$ cat config.mk
export PLATFORM = sky130hd
export DESIGN_NAME = sync_shift_port
export DESIGN_NICKNAME = d
export VERILOG_FILES = /design/src/rtl/sync_shift_port.sv
export SDC_FILE = /design/constraint.sdc
export NUM_CORES = 1
export LEC_CHECK = 0
export BUFFER_PORTS_ARGS = -buffer_cell sky130_fd_sc_hd__buf_2
export CORE_ASPECT_RATIO = 0.7
export CORE_MARGIN = 5
export CORE_UTILIZATION = 35
export CTS_CLUSTER_SIZE = 40
export DETAILED_ROUTE_END_ITERATION = 12
export SYNTH_ARGS = -nofsm -noshare
export SYNTH_HDL_FRONTEND = slang
export SYNTH_SLANG_ARGS = --single-unit
$ cat constraint.sdc
create_clock -name clk -period 1.5 [get_ports clk]
set_input_delay 0.3 -clock clk [delete_from_list [all_inputs] [get_ports clk]]
set_output_delay 0.3 -clock clk [all_outputs]
set_load 0.01 [all_outputs]
$ cat src/rtl/sync_shift_port.sv
module sync_shift_port #(
  parameter int DW  = 8,
  parameter int CYC = 12,
  parameter int LOW_BEG = 4
) (
  input  logic          clk,
  input  logic          rst_n,
  input  logic          wr_buf,
  input  logic [DW-1:0] wr_data,
  output logic [DW-1:0] rd_data,
  input  logic          ctl_wr,
  input  logic [7:0]    ctl_wdata,
  output logic [7:0]    ctl_rdata,
  input  logic          sdi,
  output logic          sdo,
  output logic          sdo_oe,
  output logic          sclk
);
  localparam int PW = $clog2(CYC);
  localparam int BW = $clog2(DW);
  localparam int LOW_END = LOW_BEG + CYC / 2;
  localparam int SAMPLE = LOW_END - 1;

  logic          busy, dir_tx, ti_q, ri_q;
  logic [PW-1:0] phase;
  logic [BW-1:0] bitcnt;
  logic [DW-1:0] sh, rxbuf;
  logic [5:0]    ctl_hi;

  wire last_ph  = phase == PW'(CYC - 1);
  wire done     = busy && last_ph && bitcnt == BW'(DW - 1);
  wire start_tx = !busy && wr_buf;
  wire start_rx = !busy && !wr_buf && ctl_wr && ri_q && !ctl_wdata[0] && ctl_wdata[4];

  assign sclk      = !(busy && phase >= PW'(LOW_BEG) && phase < PW'(LOW_END));
  assign sdo_oe    = busy && dir_tx;
  assign sdo       = sdo_oe ? sh[0] : 1'b1;
  assign rd_data   = rxbuf;
  assign ctl_rdata = {ctl_hi, ti_q, ri_q};

  always_ff @(posedge clk) begin
    if (!rst_n) begin
      busy   <= 1'b0;
      dir_tx <= 1'b0;
      phase  <= '0;
      bitcnt <= '0;
      sh     <= '0;
      rxbuf  <= '0;
      ctl_hi <= '0;
      ti_q   <= 1'b0;
      ri_q   <= 1'b0;
    end else begin
      if (ctl_wr) begin
        ctl_hi <= ctl_wdata[7:2];
        ti_q   <= ctl_wdata[1];
        ri_q   <= ctl_wdata[0];
      end
      if (busy) begin
        if (!dir_tx && phase == PW'(SAMPLE))
          sh <= {sdi, sh[DW-1:1]};
        if (last_ph) begin
          phase  <= '0;
          bitcnt <= bitcnt + BW'(1);
          if (dir_tx) sh <= {1'b1, sh[DW-1:1]};
        end else begin
          phase <= phase + PW'(1);
        end
        if (done) begin
          busy <= 1'b0;
          if (dir_tx) ti_q <= 1'b1;
          else begin
            ri_q  <= 1'b1;
            rxbuf <= sh;
          end
        end
      end else if (start_tx) begin
        busy   <= 1'b1;
        dir_tx <= 1'b1;
        sh     <= wr_data;
        phase  <= '0;
        bitcnt <= '0;
      end else if (start_rx) begin
        busy   <= 1'b1;
        dir_tx <= 1'b0;
        phase  <= '0;
        bitcnt <= '0;
      end
    end
  end

  AST_TI_FROM_TX: assert property (@(posedge clk) disable iff (!rst_n)
    ($rose(ti_q) && !$past(ctl_wr)) |-> ($past(busy && dir_tx) && !busy));
  AST_RI_FROM_RX: assert property (@(posedge clk) disable iff (!rst_n)
    ($rose(ri_q) && !$past(ctl_wr)) |-> ($past(busy && !dir_tx) && !busy));
  AST_SDO_HELD: assert property (@(posedge clk) disable iff (!rst_n)
    ($past(busy) && busy && $past(phase) != PW'(CYC - 1)) |-> $stable(sdo));
  AST_WR_IGNORED: assert property (@(posedge clk) disable iff (!rst_n)
    (busy && wr_buf && !last_ph) |=> (busy && $stable(bitcnt) && $stable(dir_tx)));
  AST_DONE_IDLE: assert property (@(posedge clk) disable iff (!rst_n)
    done |=> (!busy && sclk));
endmodule

Word level (Yosys, flattened, before mapping)
Index checks and enable logic that the tools add are counted.
Word-level totals
  flip-flop bits (word level): 33
  bits in latches: 0
  memory bits (writable): 0
  memory bits (read-only): 0
  memories: 0
Operators by class
  add/sub/neg operators: 2
  multiply operators: 0
  divide/modulo/power cells: 0
  order comparisons: 2
  eq/ne operators: 4
  shift-type cells: 0
  multiplexer cells: 28
  bitwise gates (word level): 2
  reduce and logical (&&, ||, !) cells: 23
Operator list (count)
  $mux W8: 5
  $mux W4: 4
  $mux W1: 15
  $logic_and A1 B1 Y1: 12
  $mux W3: 4
  $eq A4 B4 Y1 const B: 2
  $logic_not A1 Y1: 5
  $add A4 B1 Y4 const B: 1
  $ge A4 B3 Y1 const B: 1
  $lt A4 B4 Y1 const B: 1
  $reduce_and A2 Y1: 2
  $reduce_bool A2 Y1: 2
  $add A3 B1 Y3 const B: 1
  $eq A3 B3 Y1 const B: 1
  $reduce_and A3 Y1: 1
  $reduce_bool A3 Y1: 1
  $ne A2 B1 Y1 const B: 1
  $not A1 Y1: 2

Longest topological paths before layout
  depth after elaboration: 9
  gate-level depth with buffers: 6
  depth with buffers taken out: 5

Least setup slack after synthesis
No wires, ideal clock.
  kind: flip-flop to flip-flop
  start point: reg phase[0]
  end point: reg rxbuf[4] (netlist: rd_data[4])
  setup time: 0.071 ns
  arrival time: 1.240 ns
  path slack: 0.190 ns
  cell stages (with the launch flop): 6
  cell sequence: dfxtp_1 > ha_1 > and4b_1 > buf_4 > nand3_1 > a21oi_1
On the way
  cells in the longest elaborated chain, start to end: 4
Ends and longest elaborated chain
  start, declared: RTL line 25  | logic [PW-1:0] phase;
  start signal, assigned: RTL line 66  | phase <= phase + PW'(1);
  $eq A4 B4 Y1: RTL line 30  | wire last_ph = phase == PW'(CYC - 1);
  $logic_and A1 B1 Y1 (2 in a row): RTL line 31  | wire done = busy && last_ph && bitcnt == BW'(DW - 1);
  $reduce_and A3 Y1 (no source line)
  end signal, assigned: RTL line 73  | rxbuf <= sh;
  end, declared: RTL line 27  | logic [DW-1:0] sh, rxbuf;
Every way passes these cells.
A chain may end at the register's enable or synchronous reset.

Worst setup path in the final report
  start point: reg dir_tx
  end point: out sdo
On the way
  cells in the longest elaborated chain, start to end: 2
Ends and longest elaborated chain
  start, declared: RTL line 24  | logic busy, dir_tx, ti_q, ri_q;
  start signal, assigned: RTL line 44  | dir_tx <= 1'b0;
  start signal, assigned: RTL line 78  | dir_tx <= 1'b1;
  start signal, assigned: RTL line 84  | dir_tx <= 1'b0;
  $logic_and A1 B1 Y1: RTL line 36  | assign sdo_oe = busy && dir_tx;
  $mux W1: RTL line 37  | assign sdo = sdo_oe ? sh[0] : 1'b1;
  end, declared: RTL line 15  | output logic sdo,
Every way passes these cells.

==> out/metrics.yaml <==
maxCapViolations: 0
worstMarginPinSlew_ns: 0.286
cp-start-kind: "flip-flop"
crit_fanout: 8
instances_no_fill: 293
clkSlewWorstSetupHoldPaths_ns: 0.07
place_hpwl_um: 2770
die_w_um: 92.7
drive_gt1_share_pct: 35.6
crit_arrival_ns: 1.15
setup_ws_ns: 0.0528
ys_types: 36
syn2layout_area_growth_pct: 27.0
crit_type: "reg2out"
dpl.cell_count: 280
met2_usage_pct: 19.6
finalMaxSlewViolations: 0
period_minus_slack_ns: 1.45
drt_pre_antenna_iters: 4
rsz0062_at_grt: "no"
hold_violations: 0
start_util_pct: 35.6
syn_nets: 217
diodes: 0
ys_warn_count: 0
grt_pass1_vias: 1329
synth-seq-cells: 33
portBuffers: 39
post-place-ws_ns: -0.0792
finalSetupViolCount: 0
p_sw_share_pct: 27.3
clock.fmax_ghz: 0.691
p_seq_share_pct: 51.0
vias: 1529
route.detailed.drc: 0
core_area_mm2: 0.00470
reg2reg_depth: 5
avgSynthCellArea_um2: 8.73
synth-async-reset-ratio_pct: 0
max_slew_margin_pct: 80.9
synth_ff_type: "dfxtp_1"
min_path_cells: 3
nets: 260
fin_crit_sh_pct: 96.5
wl_per_cell_um: 13.9
dieArea_mm2: 0.00629
r2r_end: "sh[7]"
grt_usage_pct: 12.8
synth_seq_area_share_pct: 39.4
gp_congestion: 0.774
pwr-share-clk_pct: 36.0
end_kind: "output port"
switchingPower_mw: 0.511
cts_root_buf: "clkbuf_8"
placed_area_mm2: 0.00192
whs_ns: 0.241
overflow: 0
clock_latency_ns: 0.29
viasPerCell: 5.22
hold_path_class: "in2reg"
cts_tree: "built"
grt_pass1_wl_um: 6340
p_per_area_mw_per_mm2: 878
r2r_start: "phase[1]"
skew_ns: 0.00340
antenna_found_initial: 0
cts_buffers: 5
globalRoute.busiestLayer: "met2"
routed_wl_um: 4090
synth-edff-count: 0
netlist_area_mm2: 0.00168
grt_start_max_net_pins: 24
worstHoldEndpoint: "ctl_hi[5]"
clockBufferDepth: 2
hold_path.startpoint: "ctl_wdata[7]"
power_leakage_nw: 0.859
met1_usage_pct: 17.0
first_iter_violations: 60
design_area_mm2: 0.00213
power.internal_mw: 1.36
r2r_slack_ns: 0.08
cts_max_level: 2
ant_nets: 0
die_y_um: 67.9
io-pin-count: 40
synth_cells: 192
cts.sinks: 33
ir_worst_vdd_mv: 0.454
cts_hold_buffers: 0
rows: 21
p_total_mw: 1.87
outcome: "complete, no violations"
crit_required_ns: 1.20
met3_usage_pct: 3.41
combPwrFrac_pct: 13.0
[metal layers]
metal / part of all wire (%) / vias to the layer above
met5: 0 / -
met4: 1.6 / 0
met3: 4.1 / 8
met2: 45 / 25
met1: 49 / 720
li1: - / 776
[cells by family after synthesis]
group	Yosys count	synth area share [%]
AOI/OAI and AO/OA	64	22.8
adders and majority gates	4	2.99
DFF	33	39.4
and+or+nand+nor	47	16.1
muxes	16	10.3
buffers and inverters	28	8.44
[cells in the final DEF, fill, tap and decap left out, types with 3 or more instances in the layout]
master,count
dfxtp_2,4
nand3b_1,3
a21oi_1,20
nand3_1,17
buf_4,11
nor2_1,8
dfxtp_1,27
o21ai_0,23
o31a_1,7
inv_1,11
mux2i_1,8
a31oi_1,4
nand2_1,6
mux2_2,7
clkbuf_8,5
buf_2,39
[how the worst max path moves through the flow]
stage / depth (start not counted) / start / slack (ns) / endpoint
finish: 4 / dir_tx / 0.05 / sdo
CTS: 4 / phase[2] / -0.02 / sclk
detailed placement: 5 / phase[1] / -0.08 / sh[3]
global route: 6 / bitcnt[0] / 0.01 / rd_data[0]
floorplan: 5 / phase[0] / 0.19 / rd_data[4]
global placement: 5 / phase[1] / -0.04 / sh[4]
[metrics by stage]
stage	utilization [%]	TNS, ns
5_1_grt	45.3	0
3_5_place_dp	40.9	-0.720
4_1_cts	43.3	-0.0184
6_report	45.3	0
2_1_floorplan	-	0
3_3_place_gp	40.9	-0.289
[synth_stat cells, types with 2 or more instances]
| master | count | area share, % |
|---|---|---|
| nand2b_1 | 3 | 1.1 |
| buf_2 | 5 | 1.5 |
| ha_1 | 4 | 3.0 |
| buf_4 | 6 | 2.7 |
| nand3b_1 | 3 | 1.3 |
| nor4bb_1 | 2 | 1.2 |
| a21oi_1 | 20 | 6.0 |
| inv_1 | 11 | 2.5 |
| clkbuf_1 | 4 | 0.90 |
| dfxtp_1 | 33 | 39 |
| o31a_1 | 7 | 3.7 |
| o21ai_0 | 24 | 7.2 |
| mux2i_1 | 8 | 4.8 |
| nor2_1 | 8 | 1.8 |
| a31oi_1 | 4 | 1.5 |
| nor2b_1 | 2 | 0.75 |
| nand2_1 | 6 | 1.3 |
| mux2_2 | 7 | 4.7 |
| nand3_1 | 17 | 5.1 |
| o21a_1 | 2 | 0.90 |
[power groups by stage]
stage | Combinational, mW | Sequential [mW] | Clock (mW)
floorplan | 0.160 | 0.961 | 0
global route | 0.268 | 0.958 | 0.720
CTS | 0.229 | 0.952 | 0.690
global placement | 0.224 | 0.971 | 0
finish | 0.243 | 0.952 | 0.673
detailed placement | 0.225 | 0.972 | 0
[critical path, cell delays in order, from the launching register on]
cell and delay (ns):
dfxtp_4 0.38, buf_6 0.15, and2_1 0.15, nand2b_1 0.05, buf_2 0.13
[state kept, by name (all words and copies together) (netlist names)]
signal and count:
sh 8, ti_q 1, busy 1, rd_data 8, phase 4, bitcnt 3
dir_tx 1, ctl_hi 6, ri_q 1
[cell type report]
| type | count | area [um^2] |
|---|---|---|
| clock inverters | 3 | 17.5 |
| inverters | 11 | 41.3 |
| flip-flops and latches | 33 | 673 |
| clock buffers | 5 | 68.8 |
| fillers | 472 | 2570 |
| multi-input cells | 131 | 927 |
| well taps | 57 | 71.3 |
| repair buffers | 53 | 329 |
[repair_timing]
| action | 4_1_cts | 5_1_grt |
|---|---|---|
| pin swaps | 1 | 1 |
| endpoints found under the setup margin | 17 | 23 |
| gates cloned | 0 | 0 |
| resized for setup | 8 | 14 |
| buffers inserted | 1 | 4 |
Note: power is estimated with default switching activity, not from simulation.
